$ cat src/rtl/miss_tracker.sv
module miss_tracker #(
  parameter int N       = 4,
  parameter int SLOTS   = 4,
  parameter int LINE_AW = 16,
  parameter int OFF_W   = 2,
  parameter int WORD_W  = 16,
  parameter int TAG_W   = 6,
  localparam int IDX_W  = $clog2(N),
  localparam int CNT_W  = $clog2(SLOTS + 1),
  localparam int LINE_W = WORD_W << OFF_W
) (
  input  logic               clk,
  input  logic               rst_n,
  input  logic               miss_valid,
  output logic               miss_ready,
  input  logic [LINE_AW-1:0] miss_line,
  input  logic [OFF_W-1:0]   miss_off,
  input  logic [TAG_W-1:0]   miss_tag,
  output logic               mreq_valid,
  output logic [LINE_AW-1:0] mreq_line,
  output logic [IDX_W-1:0]   mreq_id,
  input  logic               fill_valid,
  input  logic [IDX_W-1:0]   fill_id,
  input  logic [LINE_W-1:0]  fill_data,
  output logic               resp_valid,
  output logic [TAG_W-1:0]   resp_tag,
  output logic [WORD_W-1:0]  resp_data
);

  logic [N-1:0]       vld_q, fil_q;
  logic [LINE_AW-1:0] line_q [N];
  logic [LINE_W-1:0]  data_q [N];
  logic [CNT_W-1:0]   push_q [N];
  logic [CNT_W-1:0]   pop_q  [N];
  logic [TAG_W-1:0]   tag_q  [N][SLOTS];
  logic [OFF_W-1:0]   off_q  [N][SLOTS];

  logic [CNT_W-1:0]   push_d [N];
  logic [CNT_W-1:0]   pop_d  [N];
  logic [N-1:0]       free_d;

  logic               any_hit, any_free, any_drn;
  logic [IDX_W-1:0]   hit_idx, free_idx, drn_idx, wr_idx;
  logic [CNT_W-1:0]   wslot;
  logic [TAG_W-1:0]   rtag;
  logic [OFF_W-1:0]   roff;
  logic               take, merge, alloc;

  always_comb begin
    any_hit = 1'b0; any_free = 1'b0; any_drn = 1'b0;
    hit_idx = '0; free_idx = '0; drn_idx = '0;
    for (int i = N - 1; i >= 0; i--) begin
      if (vld_q[i] && line_q[i] == miss_line) begin any_hit = 1'b1; hit_idx = IDX_W'(i); end
      if (!vld_q[i]) begin any_free = 1'b1; free_idx = IDX_W'(i); end
      if (vld_q[i] && fil_q[i]) begin any_drn = 1'b1; drn_idx = IDX_W'(i); end
    end
  end

  assign miss_ready = any_hit ? (push_q[hit_idx] != CNT_W'(SLOTS)) : any_free;
  assign take   = miss_valid && miss_ready;
  assign merge  = take && any_hit;
  assign alloc  = take && !any_hit;
  assign wr_idx = any_hit ? hit_idx : free_idx;
  assign wslot  = any_hit ? push_q[hit_idx] : '0;

  always_comb begin
    for (int i = 0; i < N; i++) begin
      if (alloc && free_idx == IDX_W'(i)) begin
        push_d[i] = CNT_W'(1);
        pop_d[i]  = '0;
      end else begin
        push_d[i] = push_q[i] + CNT_W'(merge && hit_idx == IDX_W'(i));
        pop_d[i]  = pop_q[i] + CNT_W'(any_drn && drn_idx == IDX_W'(i));
      end
      free_d[i] = fil_q[i] && (pop_d[i] == push_d[i]);
    end
  end

  always_comb begin
    rtag = '0; roff = '0;
    for (int s = 0; s < SLOTS; s++)
      if (CNT_W'(s) == pop_q[drn_idx]) begin
        rtag = tag_q[drn_idx][s];
        roff = off_q[drn_idx][s];
      end
  end

  assign resp_valid = any_drn;
  assign resp_tag   = rtag;
  assign resp_data  = data_q[drn_idx][roff*WORD_W +: WORD_W];

  always_ff @(posedge clk) begin
    if (!rst_n) begin
      vld_q <= '0;
      fil_q <= '0;
      mreq_valid <= 1'b0;
      mreq_line  <= '0;
      mreq_id    <= '0;
      for (int i = 0; i < N; i++) begin
        push_q[i] <= '0;
        pop_q[i]  <= '0;
      end
    end else begin
      mreq_valid <= alloc;
      if (alloc) begin
        mreq_line <= miss_line;
        mreq_id   <= free_idx;
      end
      for (int i = 0; i < N; i++) begin
        push_q[i] <= push_d[i];
        pop_q[i]  <= pop_d[i];
        if (alloc && free_idx == IDX_W'(i)) begin
          vld_q[i]  <= 1'b1;
          fil_q[i]  <= 1'b0;
          line_q[i] <= miss_line;
        end else if (free_d[i]) begin
          vld_q[i] <= 1'b0;
          fil_q[i] <= 1'b0;
        end else if (fill_valid && fill_id == IDX_W'(i)) begin
          fil_q[i]  <= 1'b1;
          data_q[i] <= fill_data;
        end
        for (int s = 0; s < SLOTS; s++)
          if (take && wr_idx == IDX_W'(i) && wslot == CNT_W'(s)) begin
            tag_q[i][s] <= miss_tag;
            off_q[i][s] <= miss_off;
          end
      end
    end
  end

endmodule

$ cat config.mk
export PLATFORM = sky130hd
export DESIGN_NAME = miss_tracker
export DESIGN_NICKNAME = d
export VERILOG_FILES = /design/src/rtl/miss_tracker.sv
export SDC_FILE = /design/constraint.sdc
export NUM_CORES = 1
export LEC_CHECK = 0
export BUFFER_PORTS_ARGS = -buffer_cell sky130_fd_sc_hd__clkbuf_2
export CAP_MARGIN = 20
export CORE_MARGIN = 2
export CORE_UTILIZATION = 41
export CTS_BUF_LIST = sky130_fd_sc_hd__clkbuf_8
export DETAILED_ROUTE_END_ITERATION = 7
export GPL_TIMING_DRIVEN = 0
export PLACE_DENSITY_LB_ADDON = 0.25
export SYNTH_ARGS = -nofsm -noshare
export SYNTH_HDL_FRONTEND = slang
export SYNTH_SLANG_ARGS = --single-unit
$ cat constraint.sdc
create_clock -name clk -period 37.3 [get_ports clk]
set_input_delay 7.46 -clock clk [delete_from_list [all_inputs] [get_ports clk]]
set_output_delay 7.46 -clock clk [all_outputs]
set_load 0.05 [all_outputs]
---- Yosys cells after proc, flatten, opt, wreduce, memory -nomap -nowiden ----
Memory sizes are Yosys's and may differ from the RTL's.
Index checks and enable logic that the tools add are counted.
cells by class
  add/sub/neg operators ................... 8
  bitwise logic cells ..................... 9
  equal/unequal tests ..................... 30
  shift operators ......................... 1
  reductions and logical operators ........ 79
  muxes and demuxes ....................... 177
operators by type and width
  operator              count
  $mux W64              3
  $reduce_or A64 Y1     3
  $mux W1               109
  $mux W24              3
  $reduce_or A24 Y1     3
  $eq A16 B16 Y1        4
  $shiftx A64 B7 Y16    1
  $mux W2               29
  $logic_and A1 B1 Y1   51
  $mux W3               17
  $mux W16              3
  $reduce_or A16 Y1     3
  $add A3 B1 Y3         8
  $mux W4               6
  $mux W6               4
  $mux W8               3
  $reduce_or A8 Y1      3
  $eq A2 B2 Y1 const B  10
  $eq A3 B3 Y1          4
  $reduce_or A3 Y1      4
  $eq A2 B1 Y1 const B  5
  $logic_not A2 Y1      5
  $or A1 B1 Y1          8
  $reduce_bool A2 Y1    4
  8 further kinds       11
storage, ports and cells
  input port bits ......................... 94
  word-level logic and storage cells ...... 321
  output and inout port bits .............. 43
  memory bits (writable) .................. 472
  memories kept ........................... 6
  bits in registers ....................... 27
memory list
  name    depth  bits a word  read ports  clocked after Yosys merged registers in  write ports  RTL line  source
  data_q  4      64           1           0                                        1            32        logic [LINE_W-1:0] data_q [N];
  tag_q   4      24           1           0                                        1            35        logic [TAG_W-1:0] tag_q [N][SLOTS];
  line_q  4      16           4           0                                        1            31        logic [LINE_AW-1:0] line_q [N];
  off_q   4      8            1           0                                        1            36        logic [OFF_W-1:0] off_q [N][SLOTS];
  pop_q   4      3            5           0                                        4            34        logic [CNT_W-1:0] pop_q [N];
  push_q  4      3            5           0                                        4            33        logic [CNT_W-1:0] push_q [N];

---- Longest topological paths before layout ----
Gate-level depths: netlist of the first run.
An unclocked memory read counts as a cell.
  depth after elaboration ................. 25
  depth in mapped cells ................... 16
  depth with buffers taken out ............ 15

---- Least setup slack after synthesis of the first run ----
OpenSTA, ideal clock, no wires.
  kind .................................... in2reg
  from .................................... input miss_line[8]
  to ...................................... memory data_q[3][0] (netlist name) (enable)
  required time ........................... 36633 ps
  path slack .............................. 19768 ps
  path buffers ............................ 1
  arrival ................................. 16865 ps
  stages .................................. 15
  cell sequence ........................... clkbuf_1 xor2_1 nor4_1 nand2_1 nor4bb_1 a221o_1 and2_1 and3_1 nor3_1 ha_1 ha_1 xnor2_1 xor2_1 nor2_1 nor4b_1
on the way
  longest elaborated chain between the ends .. 24
  elaborated cells between the ends (all ways) .. 80
  classes of those cells .................. add/sub: 4; eq/ne: 12; mux: 39; reduce/logical: 24; memory: 1
ends and longest elaborated chain
  element                                                     RTL line  source
  from (decl)                                                 16        input logic [LINE_AW-1:0] miss_line,
  $eq A16 B16 Y1                                              53        if (vld_q[i] && line_q[i] == miss_line) begin any_hit = 1'b1; hit_idx = IDX_W'(i); end
  $logic_and A1 B1 Y1                                         53
  $mux W2 (4 in series)                                       53
  $mem_v2 Z4 W3                                               n/a
  $ne A3 B3 Y1                                                59        assign miss_ready = any_hit ? (push_q[hit_idx] != CNT_W'(SLOTS)) : any_free;
  $mux W1                                                     59
  $logic_and A1 B1 Y1                                         60        assign take = miss_valid && miss_ready;
  $logic_and A1 B1 Y1                                         61        assign merge = take && any_hit;
  (+3 left out)                                               n/a
  $eq A3 B3 Y1                                                75        free_d[i] = fil_q[i] && (pop_d[i] == push_d[i]);
  $logic_and A1 B1 Y1                                         75
  $mux W1                                                     116       end else if (free_d[i]) begin
  $mux W1                                                     112       if (alloc && free_idx == IDX_W'(i)) begin
  $mux W1                                                     93        if (!rst_n) begin
  $mux W1 (implied by the code)                               121       data_q[i] <= fill_data;
  $reduce_or A64 Y1 (no line)                                 n/a
  $mux W2 (no line) or $mux W1 (tied branches) (3 in series)  n/a
  to (decl)                                                   32
Several ways; a longest one is shown, not always the timed one.

---- Worst setup path in the final report of the first run ----
  from .................................... input miss_line[4]
  to ...................................... output miss_ready
on the way
  longest elaborated chain between the ends .. 9
  elaborated cells between the ends (all ways) .. 19
  classes of those cells .................. eq/ne: 5; mux: 9; reduce/logical: 4; memory: 1
ends and longest elaborated chain
  element                RTL line  source
  $eq A16 B16 Y1         53
  $logic_and A1 B1 Y1    53
  $mux W2 (4 in series)  53
  $mem_v2 Z4 W3          n/a
  $ne A3 B3 Y1           59
  $mux W1 *              59
  to (decl)              15        output logic miss_ready,
Mark *: on every way between the ends. The rest lies on a longest branch, timed or not.

==> results.toml, run 1 <==
[run_status]
status = "complete, but fails checks"
violations = "design-rule violations"

[clock_network]
clock_latency_ps = 650
htreeDepth = 3
numCtsBuffers = 83
hold_buffers = 0
cts_tree = "done"
postCtsSetupBuffers = 0
clkTransAtPathRegs_ps = 60
root_buffer = "clkbuf_8"
post_cts_resized = 0
cts_buffer_depth = 3
cts.sinks = 499

[floorplanning]
io_pins = 137
die_w_um = 225
start_util_pct = 41.7
core_um2 = 47900
dieArea_um2 = 50500
row_count = 80
chipHeight_um = 225

[routing]
avgRoutedWirePerCell_um = 22.2
final_antenna_net_count = 0
drc_errors = 2
drt_iter0_drc = 1448
wirelength_um = 50600
vias = 12500
first_pass_iters = 8
vias_per_cell = 5.49

[grt]
antenna_found_initial = 8
gr-usage-all-layers_pct = 20.1
grt_overflow = 0
grt_pass1_vias = 12500
grt_max_degree = 39
grt_first_pass_wirelength_um = 75400

[flow_run]
maxCapViolCount = 0

[final_layout]
drive_above_1_share_pct = 19.6
final_cell_mix = "448 x edfxtp_1, 194 x nand2_1, 136 x clkbuf_2"
nets = 1704
final_common_cell = "edfxtp_1"
fin_util_pct = 48.8
stdcell_count = 2274
fin_area_um2 = 23400
area_growth_pct = 17.0
n_fill_cell = 4140

[timing]
slew_headroom_pct = 27.2
hold_ws_ps = 458
setup_ws_ps = 19150
min_period_ps = 18150
max_freq_ghz = 0.0551
finalCritPeriodShare_pct = 48.7
tns_ps = 0
worst_pin_slew_ps = 1080
skew_ps = 23.0
rsz0062_at_grt = "false"
hold_viol = 0
finalSetupViolCount = 0
drv_slew = 0

[placement]
placed_cells = 2123
gp_congestion = 0.842
pre_cts_ws_ps = 19220
place_hpwl_um = 35100
io_buffers = 136
placed_area_um2 = 21800

[worst_setup_path]
slowest_stage = "nor4bb_1"
required_ps = 29840
crit_path_end_kind = "output pin"
path_class = "primary input to output pin"
cp.buffers_inverters = 3
cp_max_fo = 6
crit_chain = "clkbuf_2 -> clkbuf_1 -> xor2_1 -> nor4_1 -> nand2_1 -> nor4bb_1 -> a31oi_1 -> o211a_1 -> and3_1 -> nor2_1 -> clkbuf_2"
crit_family = "simple AND/OR/NAND/NOR gates"
cp_common_cell = "clkbuf_2"
cp.arrival_ps = 10690
cp-start-kind = "primary input"
slowest_delay_ps = 920

[synthesis]
avgSynthCellArea_um2 = 14.9
synth-seq-cells = 499
syn-cell-area_um2 = 20000
synth_flop_cell = "edfxtp_1"
synthesis.nets = 1452
synth_warnings = 0
postSynth.asyncResetShare_pct = 0
yosysSeqAreaShare_pct = 72.5
yosysUniqueCellTypes = 72
synth-edff-count = 448
synthCells = 1342

[worst_hold_path]
holdCritPathClass = "flip-flop to flip-flop"

[power_and_ir_drop]
power.density_nw_per_um2 = 48.7
power_mw = 1.14
peakVddDrop_v = 0.0000299
total_leakage_power_nw = 8.48
synthesized netlist by cell type, drive strengths merged (5+ instances only):
| cell type | count | area share (%) |
|---|---|---|
| nor4 | 13 | 0.41 |
| a22oi | 5 | 0.24 |
| a21oi | 21 | 0.53 |
| mux2 | 7 | 0.39 |
| nand3 | 13 | 0.33 |
| xor2 | 30 | 1.3 |
| a31oi | 7 | 0.22 |
| buf | 23 | 0.63 |
| nand2b | 9 | 0.28 |
| edfxtp | 448 | 67 |
| clkbuf | 52 | 0.98 |
| or4 | 5 | 0.21 |
| o2111ai | 5 | 0.25 |
| nor2 | 74 | 1.4 |
| o22ai | 7 | 0.25 |
| xnor2 | 54 | 2.4 |
| o221ai | 5 | 0.25 |
| nand2 | 194 | 3.6 |
| a311oi | 7 | 0.31 |
| nand4 | 16 | 0.56 |
| and3 | 9 | 0.28 |
| nor3 | 18 | 0.45 |
| and2 | 18 | 0.56 |
| mux2i | 68 | 3.4 |
| a222oi | 71 | 3.6 |
| ha | 16 | 1.0 |
| a221oi | 18 | 0.79 |
| dfxtp | 51 | 5.1 |
| o21ai | 16 | 0.40 |
| inv | 10 | 0.19 |
final timing paths:
path                                         startpoint                       to  slack (ps)  cells after the start
worst min-delay path            mreq_id[0]$_SDFFE_PN0P_  mreq_id[0]$_SDFFE_PN0P_         460                      2
worst max register to register    vld_q[0]$_SDFFE_PN0P_  data_q[3][16]$_DFFE_PP_       31590                     17
worst max-delay path                       miss_line[4]               miss_ready       19150                     11
worst min register to register  mreq_id[0]$_SDFFE_PN0P_  mreq_id[0]$_SDFFE_PN0P_         460                      2
area by class of cell:
type | instances | area (um^2) | share of cell area [%]
buffer | 75 | 322 | 1.38
sequential | 499 | 14500 | 61.9
multi-input combinational | 758 | 5200 | 22.3
inverter | 10 | 37.5 | 0.161
clock buffer | 96 | 1320 | 5.65
clock inverter | 52 | 238 | 1.02
timing repair buffer | 167 | 1000 | 4.30
tap | 615 | 769 | 3.29
antenna | 2 | 5.00 | 0.0214
worst reg2reg max path, delay by kind of cell, from the launching register on:
kind	cells	cell delay (ps)
adders and majority gates	2	390
AOI/OAI and AO/OA	2	460
buffers and inverters	5	1290
xor gates and xnor gates	2	350
and+or+nand+nor	6	2510
DFF	1	380
metal layers:
| layer | track usage (%) | part of all wire (%) |
|---|---|---|
| met5 | 0 | 0.16 |
| met4 | 6.67 | 2.2 |
| met3 | 5.08 | 7.3 |
| met2 | 31.6 | 47 |
| met1 | 27.3 | 43 |
state kept, by name, summed over array words and instances (netlist names):
register and cells:
data_q 256, fil_q 4, line_q 64, mreq_id 2, mreq_line 16, mreq_valid 1
off_q 32, pop_q 12, push_q 12, tag_q 96, vld_q 4
where the power goes:
group          switching [mW]  internal (mW)  leakage, nW  total, mW
Sequential            0.00305          0.619         4.47      0.622
Combinational          0.0462         0.0197         3.09     0.0659
Clock                   0.211          0.240        0.915      0.451
logic make-up after synthesis:
kind of cell | count (synthesis) | share of synthesized area (%)
DFF | 499 | 72.5
and+or+nand+nor | 390 | 8.90
AOI/OAI and AO/OA | 191 | 8.12
buffers and inverters | 85 | 1.80
xor gates and xnor gates | 84 | 3.68
muxes | 77 | 4.03
adders and majority gates | 16 | 1.00
(Power assumes the default switching activity.)
==> run 2: changes to the inputs <==
--- a/config.mk
+++ b/config.mk
@@ -5,6 +5,7 @@
 export SDC_FILE = /design/constraint.sdc
 export NUM_CORES = 1
 export LEC_CHECK = 0
+export ABC_AREA = 1
 export BUFFER_PORTS_ARGS = -buffer_cell sky130_fd_sc_hd__clkbuf_2
 export CAP_MARGIN = 20
 export CORE_MARGIN = 2
==> constraint.sdc (replaced) <==
create_clock -name clk -period 17.4 [get_ports clk]
set_input_delay 3.48 -clock clk [delete_from_list [all_inputs] [get_ports clk]]
set_output_delay 3.48 -clock clk [all_outputs]
set_load 0.05 [all_outputs]
==> run 2 against run 1 <==
Against the previous run:
- the flow now finishes without violations
- total power rose by 120%
- flip-flop and latch count did not move
- critical path depth rose by 6
- clock power rose by 110%
- worst hold slack improved by 22 ps
- combinational power rose to 2.8 times the previous value
- register-to-register slack got worse by 19000 ps
- area after synthesis rose by 6.7%
- wire length rose by 19%
- largest power group unchanged
- highest routed layer unchanged
==> results.toml, run 2 <==
[clock_network]
clkTransAtPathRegs_ps = 50
root_buffer = "clkbuf_8"
numCtsBuffers = 83
htreeDepth = 3
clock_latency_ps = 680
postCtsSetupBuffers = 0
cts_tree = "done"
hold_buffers = 0
post_cts_resized = 0
cts.sinks = 499
cts_buffer_depth = 3

[final_layout]
nets = 2292
fin_util_pct = 47.9
final_common_cell = "edfxtp_1"
final_cell_mix = "448 x edfxtp_1, 405 x nand2_1, 300 x nor2_1"
drive_above_1_share_pct = 14.1
reg_top3 = "data_q x256, tag_q x96, line_q x64"
n_fill_cell = 4682
largest_register_ffs = 256
largest-register = "data_q"
area_growth_pct = 15.4

[power_and_ir_drop]
peakVddDrop_v = 0.0000444
p_clk_share_pct = 38.5
total_leakage_power_nw = 9.46
seqPwrFrac_pct = 54.2
power.density_nw_per_um2 = 101
p_int_mw = 1.85
power_frac_comb_pct = 7.4
power.share.switching_pct = 25.1
switching_power_mw = 0.621

[routing]
avgRoutedWirePerCell_um = 20.5
final_antenna_net_count = 0
drt_iter0_drc = 1506
wirelength_um = 60000
vias_per_cell = 5.31
first_pass_iters = 6
drc_errors = 0
vias = 15600

[worst_setup_path]
reg2reg_slack_ps = 12620
crit_family = "simple AND/OR/NAND/NOR gates"
cp.buffers_inverters = 5
slowest_stage = "inv_1"
cp.arrival_ps = 6290
slowest_delay_ps = 320
path_class = "primary input to output pin"
crit_chain = "clkbuf_2 -> inv_1 -> nand2_1 -> nand2_1 -> nor2_1 -> nand4_1 -> nor3_1 -> nand3_1 -> nor2_1 -> nand2_1 -> o21ai_0 -> inv_1 -> nand2_1 -> nand3_1 -> nand2_1 -> inv_1 -> clkbuf_2"
cp_common_cell = "nand2_1"
rr_endpoint = "data_q[2][19]$_DFFE_PP_"
cp_max_fo = 10
crit_path_end_kind = "output pin"
reg2regPathDepth = 16
cp-start-kind = "primary input"
required_ps = 13920
r2r-start = "vld_q[0]$_SDFFE_PN0P_"

[floorplanning]
core_um2 = 51300
start_util_pct = 41.5
dieArea_um2 = 53800
io_pins = 137
chipHeight_um = 232
row_count = 83
die_w_um = 232

[synthesis]
synth_flop_cell = "edfxtp_1"
syn-cell-area_um2 = 21300
postSynth.asyncResetShare_pct = 0
synth-seq-cells = 499
avgSynthCellArea_um2 = 10.9
synth-edff-count = 448
yosys.area.top_type_share_pct = 63.2
yosys.area.top_type = "edfxtp_1"
synthesis.nets = 2063
yosysUniqueCellTypes = 47
ys_top_cells_by_count = "448 x edfxtp_1, 405 x nand2_1, 308 x nor2_1"
post-synth-top-count-cell = "edfxtp_1"
synthCells = 1953
synth_warnings = 0
yosysSeqAreaShare_pct = 67.9
netlist_top_cells_area = "edfxtp_1 63%, nand2_1 7.1%, nor2_1 5.4%"

[grt]
grt_overflow = 0
grt_first_pass_wirelength_um = 89800
antenna_found_initial = 8
grt_max_degree = 30
grt_pass1_vias = 15100
gr-usage-all-layers_pct = 22.3

[placement]
place_hpwl_um = 41300
gp_congestion = 0.905
io_buffers = 135

[timing]
min_period_ps = 9770
hold_viol = 0
finalSetupViolCount = 0
slew_headroom_pct = 34.0
max_freq_ghz = 0.102
drv_slew = 0
skew_ps = 42.8
worst_pin_slew_ps = 989
rsz0062_at_grt = "false"
tns_ps = 0
finalCritPeriodShare_pct = 56.2

[worst_hold_path]
whs_endpoint = "mreq_id[1]$_SDFFE_PN0P_"
holdCritStartpoint = "mreq_id[1]$_SDFFE_PN0P_"
holdCritPathClass = "flip-flop to flip-flop"
min_delay_path_depth = 2

[run_status]
status = "finished clean"

[flow_run]
maxCapViolCount = 0
run 2: worst register-to-register path, cell delays in order, from the launching register on:
cell	delay, ps
dfxtp_1	400
nand2_1	210
nand2_2	110
nor2_2	130
clkbuf_1	560
clkbuf_1	600
clkbuf_1	550
ha_1	260
ha_1	160
xor2_1	230
nand3_1	110
nand2_1	80
nor2_1	40
nand2_1	90
nand3_1	230
nor2_4	410
buf_12	270
run 2: through the flow:
step                setup WS, ps  hold slack, ps  cell area [um^2]  power, mW  instances
finish                      7630             479             24600       2.47       2929
global route                7330             505             24600       2.56       2929
CTS                         7650             484             24600       2.49       2925
detailed placement          7650             472             23100       1.54       2777
global placement            4850             457             22800       1.54       2768
floorplan                   8240             465             21300       1.47       1953
run 2: kinds of logic (layout without fill, tap and decap cells):
| kind of cell | count (synthesis) | count (layout) | share of synthesized area, % |
|---|---|---|---|
| adder cells (fa/ha/maj) | 16 | 16 | 0.940 |
| AND/OR/NAND/NOR | 975 | 975 | 19.5 |
| XOR/XNOR | 13 | 13 | 0.535 |
| flip-flops | 499 | 499 | 67.9 |
| AO/OA/AOI/OAI | 221 | 221 | 6.87 |
| buffers and inverters | 229 | 521 | 4.26 |
| other | 0 | 4 | 0 |
run 2: power groups by stage:
stage | clock, mW | sequential, mW | combinational (mW)
6_report | 0.952 | 1.34 | 0.182
5_1_grt | 1.02 | 1.34 | 0.197
4_1_cts | 0.971 | 1.34 | 0.181
3_5_place_dp | 0 | 1.36 | 0.180
3_3_place_gp | 0 | 1.37 | 0.175
2_1_floorplan | 0 | 1.37 | 0.0961
run 2: final cells by class:
type                    count  area [um^2]  share of cell area (%)
diodes                      4         10.0                  0.0407
plain buffers              68          298                    1.21
clock buffers              86         1180                    4.82
clock inverters            62          318                    1.29
inverters                 161          609                    2.48
multi-input cells        1225         5960                    24.3
flip-flops and latches    499        14500                    58.9
well taps                 680          851                    3.46
repair buffers            144          871                    3.54
run 2: how the worst max path moves through the flow:
stage / startpoint / end / cells past startpoint
2_1_floorplan: miss_line[3] / data_q[3][0]$_DFFE_PP_ / 23
3_3_place_gp: miss_line[7] / data_q[1][19]$_DFFE_PP_ / 26
3_5_place_dp: miss_line[7] / miss_ready / 17
4_1_cts: miss_line[7] / miss_ready / 17
5_1_grt: miss_line[7] / miss_ready / 18
6_report: miss_line[7] / miss_ready / 17
run 2: layer usage:
layer / part of all wire (%) / up-vias / routed length (um) / global-route usage [%]
met5: 0.093 / - / 56 / 0
met4: 2.9 / 8 / 1710 / 8.75
met3: 7.1 / 111 / 4230 / 4.79
met2: 47 / 550 / 28000 / 35.1
met1: 43 / 7558 / 26000 / 30.3
li1: - / 7337 / - / -
